File: src/rtl/sb_pkg.sv
// Package: shared defaults and encodings for the register scoreboard.
// Assumes tag value 0 is reserved for "empty"; unit tags run 1..NUNITS.
package sb_pkg;
    localparam int SB_NREGS  = 8;
    localparam int SB_NUNITS = 3;

    // Precedence of the pending access on a register.
    typedef enum logic {
        PREC_W = 1'b0,   // the next write may proceed
        PREC_R = 1'b1    // a pending read must happen before any write
    } prec_e;
endpackage

File: src/rtl/sb_regtable.sv
// Per-register tag table: producer tag, reader tag and precedence bit.
// Assumes the top only places a reader tag on a register whose reader tag
// is currently empty, and only sets a producer tag on a free register.
module sb_regtable
    import sb_pkg::*;
#(
    parameter int NREGS  = SB_NREGS,
    parameter int NUNITS = SB_NUNITS,
    localparam int TW = $clog2(NUNITS + 1),
    localparam int AW = $clog2(NREGS)
) (
    input  logic          clk,
    input  logic          rst_n,
    input  logic          iss_acc,
    input  logic [TW-1:0] iss_unit,
    input  logic [AW-1:0] iss_dst,
    input  logic [AW-1:0] iss_src_a,
    input  logic [AW-1:0] iss_src_b,
    input  logic          src_a_rd,
    input  logic          src_b_rd,
    input  logic [NUNITS-1:0] rdb,
    input  logic          bc_valid,
    input  logic [TW-1:0] bc_tag,
    output logic [TW-1:0] wtag_o [NREGS],
    output logic [TW-1:0] rtag_o [NREGS],
    output prec_e         prec_o [NREGS]
);
    logic [NUNITS:0] rdb_ext;
    assign rdb_ext = {rdb, 1'b0};

    for (genvar r = 0; r < NREGS; r++) begin : g_reg
        logic place_rd;
        assign place_rd = iss_acc &&
                          ((src_a_rd && iss_src_a == AW'(r)) ||
                           (src_b_rd && iss_src_b == AW'(r)));

        // Producer tag: cleared by its broadcast, set by an accepted issue.
        always_ff @(posedge clk) begin
            if (!rst_n) begin
                wtag_o[r] <= '0;
            end else begin
                if (bc_valid && wtag_o[r] == bc_tag) wtag_o[r] <= '0;
                if (iss_acc && iss_dst == AW'(r))    wtag_o[r] <= iss_unit;
            end
        end

        // Reader tag and precedence: released by rd_begin, set at issue.
        always_ff @(posedge clk) begin
            if (!rst_n) begin
                rtag_o[r] <= '0;
                prec_o[r] <= PREC_W;
            end else begin
                if (rtag_o[r] != '0 && rdb_ext[rtag_o[r]]) begin
                    rtag_o[r] <= '0;
                    prec_o[r] <= PREC_W;
                end
                if (place_rd) begin
                    rtag_o[r] <= iss_unit;
                    prec_o[r] <= PREC_R;
                end
            end
        end

        // the reader beginning hands precedence to the write side.
        a_r5_prec_release: assert property (@(posedge clk) disable iff (!rst_n)
            (rtag_o[r] != '0 && rdb_ext[rtag_o[r]]) |=> (prec_o[r] == PREC_W && rtag_o[r] == '0));
    end
endmodule

File: src/rtl/sb_unitslot.sv
// One functional unit's slot: busy/started state and two operand waits.
// Assumes the unit raises rdb only while its start grant is high and
// raises res_req only after it has begun.
module sb_unitslot
    import sb_pkg::*;
#(
    parameter int NREGS  = SB_NREGS,
    parameter int NUNITS = SB_NUNITS,
    parameter int UNIT   = 1,
    localparam int TW = $clog2(NUNITS + 1),
    localparam int AW = $clog2(NREGS)
) (
    input  logic          clk,
    input  logic          rst_n,
    input  logic          load,
    input  logic [TW-1:0] ld_opa,
    input  logic [TW-1:0] ld_opb,
    input  logic [AW-1:0] ld_dst,
    input  logic          rdb,
    input  logic          res_req,
    input  logic          bc_valid,
    input  logic [TW-1:0] bc_tag,
    input  logic          bc_mine,
    input  logic [TW-1:0] rtag_dst,
    input  prec_e         prec_dst,
    output logic          busy,
    output logic          start_grant,
    output logic          elig,
    output logic [AW-1:0] dst
);
    logic          started;
    logic [TW-1:0] opa, opb;

    // Start permission: operands present and no foreign read ahead of the write.
    always_comb begin
        start_grant = busy && !started && opa == '0 && opb == '0 &&
                      (prec_dst == PREC_W || rtag_dst == TW'(UNIT));
        elig = busy && started && res_req;
    end

    // Slot state: released by own broadcast, operand waits cleared by others.
    always_ff @(posedge clk) begin
        if (!rst_n) begin
            busy    <= 1'b0;
            started <= 1'b0;
            opa     <= '0;
            opb     <= '0;
            dst     <= '0;
        end else begin
            if (bc_mine) begin
                busy    <= 1'b0;
                started <= 1'b0;
            end
            if (rdb && start_grant) started <= 1'b1;
            if (bc_valid && opa == bc_tag) opa <= '0;
            if (bc_valid && opb == bc_tag) opb <= '0;
            if (load) begin
                busy    <= 1'b1;
                started <= 1'b0;
                opa     <= ld_opa;
                opb     <= ld_opb;
                dst     <= ld_dst;
            end
        end
    end

    // a unit reports reading its operands only under a start grant.
    a_r4_read_under_grant: assert property (@(posedge clk) disable iff (!rst_n)
        rdb |-> start_grant);
    // the arbiter grants only a begun unit that is requesting.
    a_r7_grant_eligible: assert property (@(posedge clk) disable iff (!rst_n)
        bc_mine |-> (busy && started && res_req));
    // a granted broadcast leaves the slot not started.
    a_r8_slot_release: assert property (@(posedge clk) disable iff (!rst_n)
        bc_mine |=> !started);
endmodule

File: src/rtl/sb_bcast_arb.sv
// Fixed-priority result-bus arbiter: the lowest unit tag wins.
// Assumes eligibility is already qualified by each slot.
module sb_bcast_arb
    import sb_pkg::*;
#(
    parameter int NUNITS = SB_NUNITS,
    localparam int TW = $clog2(NUNITS + 1)
) (
    input  logic              clk,
    input  logic              rst_n,
    input  logic [NUNITS-1:0] elig,
    output logic [NUNITS-1:0] grant,
    output logic              valid,
    output logic [TW-1:0]     tag
);
    // Scan from tag 1 upward; the first eligible unit takes the bus.
    always_comb begin
        grant = '0;
        tag   = '0;
        for (int i = 0; i < NUNITS; i++) begin
            if (elig[i] && grant == '0) begin
                grant[i] = 1'b1;
                tag      = TW'(i + 1);
            end
        end
        valid = grant != '0;
    end

    // never more than one unit on the result bus.
    a_r7_bus_onehot: assert property (@(posedge clk) disable iff (!rst_n)
        $onehot0(grant));
    for (genvar g = 1; g < NUNITS; g++) begin : g_prio
        // a granted unit has no eligible lower-tag competitor.
        a_r7_lowest_wins: assert property (@(posedge clk) disable iff (!rst_n)
            grant[g] |-> (elig[g-1:0] == '0));
    end
endmodule

File: src/rtl/sb_scoreboard.sv
// Top: issue check, register tag table, unit slots and broadcast arbiter.
// Assumes one issue request per cycle and well-behaved unit stubs.
module sb_scoreboard
    import sb_pkg::*;
#(
    parameter int NREGS  = SB_NREGS,
    parameter int NUNITS = SB_NUNITS,
    localparam int TW = $clog2(NUNITS + 1),
    localparam int AW = $clog2(NREGS)
) (
    input  logic              clk,
    input  logic              rst_n,
    input  logic              issue_valid,
    input  logic [TW-1:0]     issue_unit,
    input  logic [AW-1:0]     issue_dst,
    input  logic [AW-1:0]     issue_src_a,
    input  logic [AW-1:0]     issue_src_b,
    input  logic [NUNITS-1:0] rd_begin,
    input  logic [NUNITS-1:0] res_req,
    output logic [NUNITS-1:0] start_grant,
    output logic [NUNITS-1:0] bcast_grant,
    output logic [TW-1:0]     bcast_tag,
    output logic              freeze
);
    logic [TW-1:0]     wtag [NREGS];
    logic [TW-1:0]     rtag [NREGS];
    prec_e             prec [NREGS];
    logic [NUNITS-1:0] busy_v, elig_v;
    logic [AW-1:0]     dst_v [NUNITS];
    logic              bc_valid;
    logic [NUNITS:0]   busy_ext, grant_ext;
    logic [TW-1:0]     wa_eff, wb_eff, wd_eff;
    logic              unit_ok, unit_busy, conflict, iss_acc;

    // Producer tag of a register as seen after this cycle's broadcast.
    function automatic logic [TW-1:0] eff_wtag(input logic [TW-1:0] t,
                                               input logic v,
                                               input logic [TW-1:0] b);
        return (v && t == b) ? '0 : t;
    endfunction

    // Issue check: unit free, destination unclaimed, no reader tag on a source.
    always_comb begin
        busy_ext  = {busy_v, 1'b0};
        grant_ext = {bcast_grant, 1'b0};
        unit_ok   = issue_unit != '0 && int'(issue_unit) <= NUNITS;
        unit_busy = busy_ext[issue_unit] && !grant_ext[issue_unit];
        wa_eff    = eff_wtag(wtag[issue_src_a], bc_valid, bcast_tag);
        wb_eff    = eff_wtag(wtag[issue_src_b], bc_valid, bcast_tag);
        wd_eff    = eff_wtag(wtag[issue_dst],   bc_valid, bcast_tag);
        conflict  = !unit_ok || unit_busy || wd_eff != '0 ||
                    rtag[issue_src_a] != '0 || rtag[issue_src_b] != '0;
        freeze    = rst_n && issue_valid && conflict;
        iss_acc   = rst_n && issue_valid && !conflict;
    end

    sb_regtable #(.NREGS(NREGS), .NUNITS(NUNITS)) u_regs (
        .clk      (clk),
        .rst_n    (rst_n),
        .iss_acc  (iss_acc),
        .iss_unit (issue_unit),
        .iss_dst  (issue_dst),
        .iss_src_a(issue_src_a),
        .iss_src_b(issue_src_b),
        .src_a_rd (wa_eff == '0),
        .src_b_rd (wb_eff == '0),
        .rdb      (rd_begin),
        .bc_valid (bc_valid),
        .bc_tag   (bcast_tag),
        .wtag_o   (wtag),
        .rtag_o   (rtag),
        .prec_o   (prec)
    );

    for (genvar u = 0; u < NUNITS; u++) begin : g_unit
        sb_unitslot #(.NREGS(NREGS), .NUNITS(NUNITS), .UNIT(u + 1)) u_slot (
            .clk        (clk),
            .rst_n      (rst_n),
            .load       (iss_acc && issue_unit == TW'(u + 1)),
            .ld_opa     (wa_eff),
            .ld_opb     (wb_eff),
            .ld_dst     (issue_dst),
            .rdb        (rd_begin[u]),
            .res_req    (res_req[u]),
            .bc_valid   (bc_valid),
            .bc_tag     (bcast_tag),
            .bc_mine    (bcast_grant[u]),
            .rtag_dst   (rtag[dst_v[u]]),
            .prec_dst   (prec[dst_v[u]]),
            .busy       (busy_v[u]),
            .start_grant(start_grant[u]),
            .elig       (elig_v[u]),
            .dst        (dst_v[u])
        );

        // a frozen request never loads the unit it targets.
        a_r6_frozen_no_load: assert property (@(posedge clk) disable iff (!rst_n)
            (freeze && issue_unit == TW'(u + 1)) |=> !$rose(busy_v[u]));
    end

    sb_bcast_arb #(.NUNITS(NUNITS)) u_arb (
        .clk  (clk),
        .rst_n(rst_n),
        .elig (elig_v),
        .grant(bcast_grant),
        .valid(bc_valid),
        .tag  (bcast_tag)
    );

    // the reported bus tag names the granted unit.
    a_r7_tag_matches: assert property (@(posedge clk) disable iff (!rst_n)
        (bcast_tag != '0) == (bcast_grant != '0));
endmodule

File: config.mk
export PLATFORM = sky130hd
export DESIGN_NAME = sb_scoreboard
export DESIGN_NICKNAME = d
export VERILOG_FILES = /design/src/rtl/sb_pkg.sv /design/src/rtl/sb_regtable.sv /design/src/rtl/sb_unitslot.sv /design/src/rtl/sb_bcast_arb.sv /design/src/rtl/sb_scoreboard.sv
export SDC_FILE = /design/constraint.sdc
export NUM_CORES = 1
export LEC_CHECK = 0
export BUFFER_PORTS_ARGS = -buffer_cell sky130_fd_sc_hd__buf_4
export CORE_MARGIN = 2
export CORE_UTILIZATION = 30
export CTS_CLUSTER_DIAMETER = 80
export DETAILED_ROUTE_END_ITERATION = 16
export MAX_ROUTING_LAYER = met4
export PLACE_DENSITY = 0.48
export SYNTH_ARGS = -nofsm -noshare
export SYNTH_HDL_FRONTEND = slang
export SYNTH_SLANG_ARGS = --single-unit
File: constraint.sdc
create_clock -name clk -period 3.2 [get_ports clk]
set_clock_uncertainty 0.1 [all_clocks]
set_input_delay 0.32 -clock clk [delete_from_list [all_inputs] [get_ports clk]]
set_output_delay 0.32 -clock clk [all_outputs]
set_load 0.005 [all_outputs]
# After elaboration in Yosys (flattened, before gate mapping)
# Cells that the tools add are included.
# Widths: inputs -> output; s select.
[word_totals] reg_bits=67 input_bits=20 out_inout_bits=9 elab_cells=404
[op_classes] order_cmp=15 n_eq_ne=44 n_mux=131 bitwise_logic=11 reduce_logical=164
[op_table] cell="$mux 2" n=65
[op_table] cell="$logic_and 1x1->1" n=87
[op_table] cell="$reduce_bool 2->1" n=40
[op_table] cell="$bmux 2 s3" n=8
[op_table] cell="$mux 1" n=45
[op_table] cell="$eq 3x3->1 const B" n=12
[op_table] cell="$eq 2x2->1" n=17
[op_table] cell="$lt 2x3->1 const B" n=9
[op_table] cell="$ge 4x4->1 const B" n=6
[op_table] cell="$not 3->4" n=6
[op_table] cell="$bmux 1 s2" n=10
[op_table] cell="$eq 3x2->1 const B" n=6
[op_table] cell="$logic_not 2->1" n=9
[op_table] cell="$logic_or 1x1->1" n=15
[op_table] cell="$bmux 1 s3" n=3
[op_table] cell="$eq 3x1->1 const B" n=3
[op_table] cell="$logic_not 3->1" n=3
[op_table] cell="$eq 2x2->1 const B" n=4
[op_table] cell="$logic_not 1->1" n=6
[op_table] cell="$reduce_or 2->1" n=3
[op_table] cell="$not 1->1" n=5
[op_table] cell="$eq 2x1->1 const B" n=2
[op_table] cell="$reduce_bool 3->1" n=1

# Longest topological paths before layout
# Gate-level depths: netlist (run 1).
[depth] ltp_word=21 depth_mapped=10 depth_no_buf=9

# By module
# Synthesis (run 1) repeated with hierarchy kept, for this count alone.
[hier_totals] hier_cells=480 hier_area_um2=4838.4
[by_module_without_submodules] module="sb_regtable" instances=1 cells_each=224 area_each_um2=2143.3 seq_area_each_um2=800.8
[by_module_without_submodules] module="sb_scoreboard" instances=1 cells_each=111 area_each_um2=1296.2 seq_area_each_um2=0.0
[by_module_without_submodules] module="sb_unitslot (g_unit[0].u_slot ...)" instances=2 cells_each=46 area_each_um2=454.2 seq_area_each_um2=180.2
[by_module_without_submodules] module="sb_unitslot (g_unit[2].u_slot)" instances=1 cells_each=45 area_each_um2=446.7 seq_area_each_um2=180.2
[by_module_without_submodules] module="sb_bcast_arb" instances=1 cells_each=8 area_each_um2=43.8 seq_area_each_um2=0.0

# Worst setup path before layout (run 1)
# No wires, ideal clock.
[synth_path] path_kind="input -> register" startpoint="in issue_dst[1]" endpoint="reg g_unit[2].u_slot.started" setup_time_ps=116 arrival_time_ps=2445 required_time_ps=2984 path_slack_ps=540 cell_stages=8 path_buffers=1 cell_sequence="buf_6 > mux4_1 > mux2_2 > mux2_4 > o21ai_4 > nor4_4 > nand3_2 > and3_1"
[synth_between] elab_chain_len=15
[synth_rtl] element="start, declared" line="sb_scoreboard.sv:15" rtl="input logic [AW-1:0] issue_dst,"
[synth_rtl] element="$not 3->4 (not written as such) *" line="sb_scoreboard.sv:50" rtl="wd_eff = eff_wtag(wtag[issue_dst], bc_valid, bcast_tag);"
[synth_rtl] element="$bmux 2 s3 *" line="sb_scoreboard.sv:50"
[synth_rtl] element="$mux 2 (not written as such) * (2 in series)" line="sb_scoreboard.sv:50"
[synth_rtl] element="$eq 2x2->1" line="sb_scoreboard.sv:39" rtl="return (v && t == b) ? '0 : t;"
[synth_rtl] element="$logic_and 1x1->1" line="sb_scoreboard.sv:39"
[synth_rtl] element="$mux 2 *" line="sb_scoreboard.sv:39"
[synth_rtl] element="$reduce_bool 2->1 *" line="sb_scoreboard.sv:51" rtl="conflict = !unit_ok || unit_busy || wd_eff != '0 ||"
[synth_rtl] element="$logic_or 1x1->1 * (2 in series)" line="sb_scoreboard.sv:51"
[synth_rtl] element="$logic_or 1x1->1 *" line="sb_scoreboard.sv:52" rtl="rtag[issue_src_a] != '0 || rtag[issue_src_b] != '0;"
[synth_rtl] element="$logic_not 1->1 *" line="sb_scoreboard.sv:54" rtl="iss_acc = rst_n && issue_valid && !conflict;"
[synth_rtl] element="$logic_and 1x1->1 *" line="sb_scoreboard.sv:54"
[synth_rtl] element="$logic_and 1x1->1 *" line="sb_scoreboard.sv:79" rtl=".load (iss_acc && issue_unit == TW'(u + 1)),"
[synth_rtl] element="$reduce_or 2->1 (no source line) *"
[synth_rtl] element="end signal, assigned" line="sb_unitslot.sv:52" rtl="started <= 1'b0;"
[synth_rtl] element="end signal, assigned" line="sb_unitslot.sv:54" rtl="if (rdb && start_grant) started <= 1'b1;"
[synth_rtl] element="end signal, assigned" line="sb_unitslot.sv:59" rtl="started <= 1'b0;"
[synth_rtl] element="end, declared" line="sb_unitslot.sv:31" rtl="logic started;"
# Mark *: on every way between the ends. The rest lies on a longest branch, timed or not. The select of a mux whose other input is x is not followed.
# A chain may end at the register's enable or synchronous reset.

# Worst setup path in the final report (run 1)
[layout_path] startpoint="reg u_regs.wtag_o[11] in the netlist's numbering" endpoint="reg u_regs.wtag_o[11] in the netlist's numbering"
[layout_between] elab_chain_len=14 elab_cells_between_ends=17 classes_between="2 x eq/ne; 5 x mux; 10 x reduce/logical"
[layout_rtl] element="start, declared" line="sb_regtable.sv:24" rtl="output logic [TW-1:0] wtag_o [NREGS],"
[layout_rtl] element="start signal, assigned by index" line="sb_regtable.sv:43" rtl="if (iss_acc && iss_dst == AW'(r)) wtag_o[r] <= iss_unit;"
[layout_rtl] element="$bmux 2 s3" line="sb_scoreboard.sv:50"
[layout_rtl] element="$mux 2 (not written as such) (2 in series)" line="sb_scoreboard.sv:50"
[layout_rtl] element="$eq 2x2->1" line="sb_scoreboard.sv:39"
[layout_rtl] element="$logic_and 1x1->1" line="sb_scoreboard.sv:39"
[layout_rtl] element="$mux 2" line="sb_scoreboard.sv:39"
[layout_rtl] element="$reduce_bool 2->1" line="sb_scoreboard.sv:51"
[layout_rtl] element="$logic_or 1x1->1 (2 in series)" line="sb_scoreboard.sv:51"
[layout_rtl] element="$logic_or 1x1->1" line="sb_scoreboard.sv:52"
[layout_rtl] element="$logic_not 1->1" line="sb_scoreboard.sv:54"
[layout_rtl] element="$logic_and 1x1->1" line="sb_scoreboard.sv:54"
[layout_rtl] element="$logic_and 1x1->1" line="sb_regtable.sv:43"
[layout_rtl] element="$mux 2 or $reduce_bool 2->1 (tied branches)"
# Several ways; a longest one is shown, not always the timed one. The select of a mux whose other input is x is not followed.

==> metrics.md, run 1 <==
| Metric | Value |
|---|---|
| Final Hold Viols | `0` |
| Top cells by area, synth | `dfxtp_1 (29%), mux2i_1 (7.2%), nand2_1 (6.9%)` |
| Seq/Total Area, Yosys | `29.1%` |
| HPWL after DPL | `11000 um` |
| I/O pin total | `29` |
| Number of global-route vias before repair | `roughly 4100` |
| Critical-path cell list | `mux4_1, mux2_2, mux2_4, o21ai_4, nor4_4, nand2_2, o31ai_1` |
| Minimum clock period | `2.88 ns` |
| Clk Latency, worst-skew pair | `0.34 ns` |
| Max clock buf depth | `2` |
| Top cell type's share of synthesized area | `29.1%` |
| Largest net degree at the start of global routing | `76` |
| Cell Count, Final, Fillers Out | `768` |
| Clk Tree Root Cell | `clkbuf_16` |
| FP Rows | `between 40 and 50` |
| Die Area | `16400 um^2` |
| GRT overflow | `0` |
| First-pass GRT wire length | `24000 um` |
| Nets | `595` |
| Initial antenna violation count | `0` |
| Finish-stage setup viols | `0` |
| DR vias/cell | `5.79` |
| EDFF count, synth | `0` |
| Initial DRT Pass Iterations | `6` |
| Gates resized, CTS repair | `0` |
| Global Route Usage Sum | `just under 20%` |
| Slew @ Worst Pin | `1.00 ns` |
| Clock buffer count from CTS | `9` |
| Placed Cells incl. Taps | `752` |
| DRT antenna net count | `0` |
| Initial DRC count | `439` |
| Setup TNS Final | `0 ns` |
| # Post-CTS Setup Buffers | `0` |
| Final total power | `roughly 2 mW` |
| Setup crit end kind | `flop` |
| Routability cong. | `0.876` |
| CP Max Fanout | `12` |
| WHS | `0.249 ns` |
| PwrDens | `380 nW/um^2` |
| Clock-pin slew on the worst setup and hold paths | `~0.050 ns` |
| CP peak stage delay | `0.54 ns` |
| Syn Area/Cell | `~8.2 um^2` |
| # DRC | `0` |
| Synth Flop Type | `dfxtp_1` |
| Xor and xnor area share after synthesis | `0%` |
| Final instance area | `about 5200 um^2` |
| Simple-gate share of the synthesized area | `24.5%` |
| Routed via count | `4449` |
| WP data required | `approximately 3.4 ns` |
| Slowest CP cell | `nor4_4` |
| Mux cell area share after synthesis | `15.4%` |
| Tcrit/Tclk final | `roughly nine tenths` |
| Mapped cell area | `approximately 4600 um^2` |
| Final WL | `15100 um` |
| Max Cap Viol | `0` |
| CTS Hold Bufs | `0` |
| Arr. time, crit path | `3.03 ns` |
| HP Class | `input port to flop` |
| Unrepaired setup endpoints after global routing | `false` |
| Synth warn | `0` |
| Largest family of logic cells by synthesized area | `simple AND/OR/NAND/NOR gates` |
| VDD IR-drop max | `0.242 mV` |
| # clock sinks | `67` |
| Initial Util | `a little under a third` |
| FFs w/ async S/R, synth | `0%` |
| Synth cell types | `67` |
| Routed WL per cell | `19.7 um` |
| Die Y | `128 um` |
| DP Area | `between 4000 and 5000 um^2` |
| # diodes | `0` |
| Status | `finished clean` |
| Synthesized net count | `between 500 and 600` |
| Depth of the CTS H-tree | `3` |
| Slew HR | `approximately a third` |
| #FFs+latches synth | `67` |
| Area delta synth->final | `13.5%` |
| Synth Area in Compound Gates | `24.4%` |
| Fmax | `347 MHz` |
| Share of cells above drive strength 1 | `around 17%` |
| Die Wd | `around 130 um` |
| P_leak | `approximately 1.8 nW` |
| Final Max Tran Viols | `0` |
| Yosys top cell by area | `dfxtp_1` |
| Worst setup SP type | `flop` |
| I/O Buffers | `28` |
| Adder-cell share of the synthesized area | `0%` |
| Setup Crit Path Kind | `flop to flop` |
| CTS tree | `done` |
| Core area | `15100 um^2` |
| Post-synthesis instance total | `563` |
==> kinds of logic after synthesis <==
| logic type | count (synthesis) |
|---|---|
| and+or+nand+nor | 217 |
| muxes | 53 |
| buffers and inverters | 64 |
| DFF | 67 |
| AOI/OAI and AO/OA | 162 |
==> registers in the layout, indices dropped and copies added (netlist names) <==
name and flops:
g_unit.u_slot.dst 9, u_regs.rtag_o 16, g_unit.u_slot.started 3, g_unit.u_slot.opa 6, g_unit.u_slot.opb 6, u_regs.wtag_o 16
u_regs.prec_o 8, g_unit.u_slot.busy 3
==> final timing paths <==
| kind | startpoint | endpoint | slack (ns) | depth (start not counted) |
|---|---|---|---|---|
| max | u_regs.wtag_o[11] | u_regs.wtag_o[11] | 0.32 | 7 |
| min | issue_dst[2] | u_regs.wtag_o[15] | 0.25 | 2 |
| max reg2reg | u_regs.wtag_o[11] | u_regs.wtag_o[11] | 0.32 | 7 |
| min reg2reg | g_unit[0].u_slot.dst[1] | g_unit[0].u_slot.dst[1] | 0.39 | 2 |
==> power by group <==
part,switching (mW),internal (mW)
combinational,0.135,0.0776
clock,0.379,0.544
sequential,0.0117,0.843
total,0.526,1.46
==> synthesized netlist by cell type, drive strengths merged (3+ instances only) <==
library cell  count
a21boi           23
a21oi             5
and2              3
and3              3
buf              20
clkbuf           26
dfxtp            67
inv              17
mux2              7
mux2i            33
mux4             13
nand2            86
nand2b            7
nand3            30
nand3b            5
nand4             3
nor2             29
nor2b             9
nor3             15
nor4              9
nor4b             6
o2111ai          28
o211ai           12
o21ai            62
o31ai             5
or2               4
==> cells in the final DEF, fill, tap and decap left out, types with 3 or more instances in the layout <==
master     instances
nand2_1           85
dfxtp_1           67
o21ai_0           59
buf_4             47
mux2i_1           33
nor2_1            29
o2111ai_1         28
nand3_1           27
a21boi_0          22
inv_1             17
nor3_1            15
o211ai_1          12
mux4_2            11
nor2b_1            9
clkbuf_16          9
nor4_1             7
nand2b_1           7
mux2_2             6
nor4b_1            6
a21oi_1            5
o31ai_1            5
nand3b_1           4
and3_1             3
nand3_2            3
and2_1             3
==> worst max-delay path, delay by kind of cell (launching register included) <==
kind	cells	cell delay, ns
AND/OR/NAND/NOR	2	0.90
flip-flops	1	0.39
multiplexers	3	1.05
AO/OA/AOI/OAI	2	0.36
==> layer usage <==
metal / up-vias / track usage [%] / share of wire (%)
met2: 124 / 30.3 / 46
met5: - / - / 0
li1: 2133 / - / -
met1: 2167 / 26.6 / 47
met3: 25 / 2.59 / 4.6
met4: 0 / 6.92 / 2.0
==> stage by stage <==
step / setup slack (ns) / util [%]
6_report: 0.316 / 34.6
5_1_grt: 0.0948 / 34.6
4_1_cts: 0.309 / 34.6
3_5_place_dp: 0.179 / 32.8
3_3_place_gp: 0.223 / 32.8
2_1_floorplan: 0.540 / -
==> final cells by class <==
| type | instances | area, um^2 |
|---|---|---|
| Clock buffer | 12 | 246 |
| Clock inverter | 4 | 26.3 |
| Fill cell | 1564 | 9900 |
| Inverter | 18 | 67.6 |
| Multi-Input combinational cell | 432 | 2970 |
| Sequential cell | 67 | 1340 |
| Tap cell | 188 | 235 |
| Timing Repair Buffer | 47 | 353 |
(Power assumes the default switching activity.)
==> inputs of run 2 (changes only) <==
- BUFFER_PORTS_ARGS: -buffer_cell sky130_fd_sc_hd__buf_4 -> not set
- DONT_BUFFER_PORTS: not set -> 1
- PLACE_DENSITY: 0.48 -> 0.47
==> run 2 against run 1 <==
Compared with the run above:
- hold slack got worse by 0.21 ns
- global-route usage increased by 0.18 points
- sequential cell count unchanged
- cell count decreased by 4.2%
- register-to-register slack improved by 0.03 ns
- critical path type is now flop to primary output
- setup slack got worse by 0.056 ns
- largest cell class unchanged
- wire length increased by 1.1%
- power increased by 0.54%
==> metrics.md, run 2 (synthesis gave the netlist of run 1 again) <==
| Metric | Value |
|---|---|
| Status | `finished clean` |
| Worst setup SP type | `flop` |
| Biggest regs | `u_regs.rtag_o (16), u_regs.wtag_o (16), g_unit.u_slot.dst (9)` |
| Worst Min Path Start | `rst_n` |
| # DRC | `0` |
| Initial Util | `30.5%` |
| First-pass GRT wire length | `~24000 um` |
| WP data required | `2.78 ns` |
| Die Wd | `~130 um` |
| Max Cap Viol | `0` |
| Initial DRT Pass Iterations | `5` |
| Setup Crit Path Kind | `flop to primary output` |
| I/O Buffers | `0` |
| Clock-pin slew on the worst setup and hold paths | `~0.050 ns` |
| Global Route Usage Sum | `19.8%` |
| Minimum clock period | `2.94 ns` |
| I/O pin total | `29` |
| Hold path depth | `2` |
| VDD IR-drop max | `0.194 mV` |
| Nets | `564` |
| # clock sinks | `67` |
| Area delta synth->final | `9.08%` |
| Met1 global-route usage | `around 25%` |
| Slew @ Worst Pin | `0.954 ns` |
| Number of global-route vias before repair | `4148` |
| Share of cells above drive strength 1 | `between 10% and 20%` |
| HP Class | `input port to flop` |
| P_leak | `between 1.5 and 2 nW` |
| Top Usage Layer GRT | `met2` |
| Routability cong. | `0.890` |
| Commonest non-fill, non-tap cell in the layout | `nand2_1` |
| Clk Tree Root Cell | `clkbuf_16` |
| WP buf/inv | `2` |
| WHS | `around 0.037 ns` |
| Clock buffer count from CTS | `9` |
| CP peak stage delay | `roughly 0.4 ns` |
| Setup crit end kind | `primary output` |
| DR vias/cell | `5.87` |
| Fmax | `340 MHz` |
| Reg2reg start | `g_unit[0].u_slot.started` |
| Die Y | `128 um` |
| CP Depth | `8` |
| Most frequent cells in the layout | `nand2_1 (85), dfxtp_1 (67), o21ai_0 (59)` |
| Core area | `15100 um^2` |
| R2R cell count | `8` |
| # diodes | `0` |
| Depth of the CTS H-tree | `3` |
| GRT overflow | `0` |
| Final WL | `~15000 um` |
| HPWL after DPL | `11200 um` |
| Crit. Startpoint | `g_unit[0].u_slot.busy` |
| Final Max Tran Viols | `0` |
| Routed via count | `4322` |
| Routed WL per cell | `slightly above 20 um` |
| Reg area | `1340 um^2` |
| M3 GR Usage | `approximately 4.2%` |
| Final Hold Viols | `0` |
| Critical-path cell list | `nand3_1, buf_4, nand2_1, clkinv_1, mux2_4, o21ai_4, nor3_1, nor2_1` |
| Slew HR | `between 30% and 40%` |
| Worst path top cell family by delay | `simple AND/OR/NAND/NOR gates` |
| # Post-CTS Setup Buffers | `0` |
| Largest net degree at the start of global routing | `78` |
| Die Area | `16400 um^2` |
| Setup TNS Final | `0 ns` |
| Initial DRC count | `411` |
| PwrDens | `398 nW/um^2` |
| Fillers | `1558` |
| CTS tree | `done` |
| Unrepaired setup endpoints after global routing | `false` |
| Arr. time, crit path | `2.52 ns` |
| DRT antenna net count | `0` |
| Max clock buf depth | `2` |
| CP Max Fanout | `22` |
| Initial antenna violation count | `0` |
| Clk Latency, worst-skew pair | `roughly 0.34 ns` |
| FP Rows | `45` |
| Finish-stage setup viols | `0` |
| Tcrit/Tclk final | `91.9%` |
| M2 GR Usage | `30.6%` |
| Slowest CP cell | `dfxtp_1` |
| Area of the multi-input gates | `just under 3000 um^2` |
run 2: changes by cell type in the layout (fill, tap and decap cells not counted):
cell,before,now
buf_4,47,14
dlygate4sd3_1,0,2
bufinv_16,0,1
clkbuf_8,1,2
clkinv_2,2,1
clkinv_4,1,0
clkinvlp_4,1,0
run 2: cell type report:
type	count	share of cell area, %
clock buffer	13	5.17
inverter	18	1.34
sequential	67	26.6
tap	188	4.67
clock inverter	2	0.696
multi-input combinational	432	59.0
timing repair buffer	16	2.48
run 2: worst paths after layout:
kind | endpoint | slack (ns)
setup / recovery | freeze | 0.26
hold / removal | g_unit[0].u_slot.dst[1] | 0.04
setup reg to reg | u_regs.wtag_o[9] | 0.35
hold reg to reg | g_unit[2].u_slot.dst[2] | 0.39
run 2: metrics by stage:
step	utilization [%]	total power [mW]	instance area (um^2)	cells	setup slack [ns]
6_report	33.3	2.00	5040	736	0.260
5_1_grt	33.3	2.07	5040	736	0.0898
4_1_cts	33.3	2.02	5040	736	0.290
3_5_place_dp	31.2	1.01	4720	719	0.347
3_3_place_gp	31.2	1.01	4720	719	0.445
2_1_floorplan	-	1.01	4620	563	0.540
run 2: power breakdown:
| part | switching, mW | internal [mW] | total [mW] |
|---|---|---|---|
| Combinational | 0.0787 | 0.0619 | 0.141 |
| Clock | 0.366 | 0.640 | 1.01 |
| Sequential | 0.0121 | 0.843 | 0.855 |
| Total | 0.456 | 1.55 | 2.00 |
run 2: routing by layer:
metal  up-vias  routed length (um)
li1       2075                   -
met1      2087                6880
met2       128                7000
met3        32                 931
met4         0                 476
met5         -                   0
run 2: timing repair:
item	in CTS	in global routing
hold endpoints to repair	5	0
hold buffers	2	0
resized for setup	0	0
run 2: worst reg2reg max path: stages, from the launching register on:
cell and delay (ns):
dfxtp_1 0.33, nand3_1 0.26, inv_1 0.23, o31ai_1 0.37
mux2i_1 0.15, a22o_1 0.34, nor4_4 0.40, nand2_2 0.32
o31ai_1 0.27
==> inputs of run 3 (changes only) <==
- CELL_PAD_IN_SITES_DETAIL_PLACEMENT: not set -> 0
- CELL_PAD_IN_SITES_GLOBAL_PLACEMENT: not set -> 2
- CORE_UTILIZATION: 30 -> 39
- PLACE_DENSITY: 0.47 -> 0.83
==> run 3 against run 2 <==
Compared with the run above:
- count of clock-buffer cells in the layout stayed put
- sequential cell count unchanged
- first-iteration DRC count rose by 10%
- setup slack worse by 0.028 ns
- cell count down 6.5%
==> metrics.md, run 3 (synthesis gave the netlist of run 1 again) <==
| Metric | Value |
|---|---|
| Status | `finished clean` |
| CP peak stage delay | `0.41 ns` |
| Most frequent cells in the layout | `nand2_1 (85), dfxtp_1 (67), o21ai_0 (59)` |
| Global Route Usage Sum | `24.4%` |
| Arr. time, crit path | `3.12 ns` |
| Fmax | `337 MHz` |
| Clock buffer count from CTS | `9` |
| Largest net degree at the start of global routing | `78` |
| Reg2reg start | `g_unit[0].u_slot.started` |
| HPWL after DPL | `10700 um` |
| P_leak | `around 1.6 nW` |
| CTS tree | `done` |
| DRT antenna net count | `0` |
| R2R cell count | `9` |
| Post-layout util | `a little over two fifths` |
| Initial DRT Pass Iterations | `5` |
| I/O pin total | `29` |
| # clock sinks | `67` |
| Routed WL per cell | `21.2 um` |
| Area delta synth->final | `6.99%` |
| Routability cong. | `0.866` |
| GRT overflow | `0` |
| Setup TNS Final | `0 ns` |
| Die Area | `approximately 13000 um^2` |
| Die Y | `113 um` |
| Gates resized, CTS repair | `0` |
| Critical-path cell list | `nand3_1, inv_1, o31ai_1, mux2i_1, a22o_1, nor4_4, nor2b_1, buf_4, mux2i_1` |
| Clk Tree Root Cell | `clkbuf_16` |
| Slew HR | `36.2%` |
| Finish-stage setup viols | `0` |
| Die Wd | `113 um` |
| Crit-path most repeated cell | `mux2i_1` |
| Fillers | `roughly 1200` |
| HP Class | `input port to flop` |
| Biggest regs | `u_regs.rtag_o (16), u_regs.wtag_o (16), g_unit.u_slot.dst (9)` |
| DR vias/cell | `between 6 and 7` |
| PwrDens | `392 nW/um^2` |
| Core area | `11500 um^2` |
| Unrepaired setup endpoints after global routing | `false` |
| WP buf/inv | `2` |
| Share of cells above drive strength 1 | `around 11%` |
| Initial antenna violation count | `0` |
| CP Max Fanout | `11` |
| Worst setup SP type | `flop` |
| Minimum clock period | `2.97 ns` |
| WHS | `0.0486 ns` |
| Clk Latency, worst-skew pair | `0.33 ns` |
| Max Cap Viol | `0` |
| VDD IR-drop max | `0.286 mV` |
| Worst path top cell family by delay | `simple AND/OR/NAND/NOR gates` |
| Flop-to-flop setup slack | `0.23 ns` |
| Nets | `561` |
| Final Max Tran Viols | `0` |
| FP Rows | `39` |
| Hold EP | `g_unit[1].u_slot.dst[2]` |
| Setup crit end kind | `flop` |
| Slew @ Worst Pin | `0.950 ns` |
| Tcrit/Tclk final | `roughly 93%` |
| Final Hold Viols | `0` |
| Initial DRC count | `454` |
| Setup Crit Path Kind | `flop to flop` |
| Depth of the CTS H-tree | `3` |
| # Post-CTS Setup Buffers | `0` |
| Initial Util | `40.3%` |
| Critical R2R Capture | `g_unit[0].u_slot.opb[0]` |
| Hold path depth | `2` |
| Clock-pin slew on the worst setup and hold paths | `0.06 ns` |
| Number of global-route vias before repair | `about 4000` |
| I/O Buffers | `0` |
| Final total power | `around 1.9 mW` |
| WP data required | `3.36 ns` |
| Max clock buf depth | `2` |
| Worst Min Path Start | `rst_n` |
| Slowest CP cell | `o31ai_1` |
| Final WL | `14600 um` |
| Commonest non-fill, non-tap cell in the layout | `nand2_1` |
| First-pass GRT wire length | `23400 um` |
| # diodes | `0` |
| # DRC | `0` |
| Routed via count | `between 4000 and 5000` |
## run 3: cell types whose count changed in the layout (fill, tap and decap cells not counted)
cell and change:
dlygate4sd3_1 -1, clkbuf_8 +1, buf_4 -2, bufinv_16 -1
clkinv_2 +1, clkbuf_1 -1
## run 3: worst register-to-register path, delay by kind of cell (launching register included)
family | cells | cell delay (ns)
DFF | 1 | 0.34
AOI/OAI and AO/OA | 2 | 0.75
muxes | 2 | 0.34
buffers and inverters | 2 | 0.48
and+or+nand+nor | 3 | 0.89
## run 3: repair_timing
action | 4_1_cts | 5_1_grt
endpoints found under the setup margin | 0 | 0
endpoints found under the hold margin | 4 | 0
hold buffers | 1 | 0
## run 3: how the worst max path moves through the flow
stage	from	endpoint	slack, ns	cells after the start
6_report	g_unit[0].u_slot.started	g_unit[0].u_slot.opb[0]	0.23	9
5_1_grt	g_unit[0].u_slot.started	u_regs.prec_o[7]	0.02	7
4_1_cts	g_unit[0].u_slot.started	g_unit[0].u_slot.opb[0]	0.27	9
3_3_place_gp	g_unit[0].u_slot.started	g_unit[0].u_slot.opb[0]	0.39	9
3_5_place_dp	g_unit[0].u_slot.started	g_unit[0].u_slot.opb[0]	0.27	9
2_1_floorplan	issue_dst[1]	g_unit[2].u_slot.started	0.54	8
## run 3: metrics by stage
step                      area, um^2  std cells  setup WS, ns
after CTS                       4940        688         0.266
after global routing            4940        688        0.0157
after global placement          4650        672         0.388
after floorplan                 4620        563         0.540
final                           4940        688         0.232
after detailed placement        4650        672         0.273
## run 3: power breakdown
part	switching, mW	leakage [nW]	internal (mW)
combinational	0.0749	0.937	0.0592
sequential	0.0125	0.540	0.843
clock	0.364	0.141	0.581
total	0.452	1.62	1.48
## run 3: routing by layer
| metal | vias up | wire length, um | share of wire [%] | track usage, % |
|---|---|---|---|---|
| met5 | - | 0 | 0 | - |
| li1 | 2071 | - | - | - |
| met3 | 20 | 882 | 6.0 | 5.95 |
| met2 | 127 | 6520 | 45 | 35.8 |
| met4 | 0 | 301 | 2.1 | 6.83 |
| met1 | 2036 | 6900 | 47 | 33.7 |
## run 3: cell type report
class,instances,area (um^2),area share [%]
sequential,67,1340,27.2
clock buffer,13,270,5.47
tap,143,179,3.62
timing repair buffer,13,100,2.03
clock inverter,2,10.0,0.203
inverter,18,67.6,1.37
multi-input combinational,432,2970,60.2
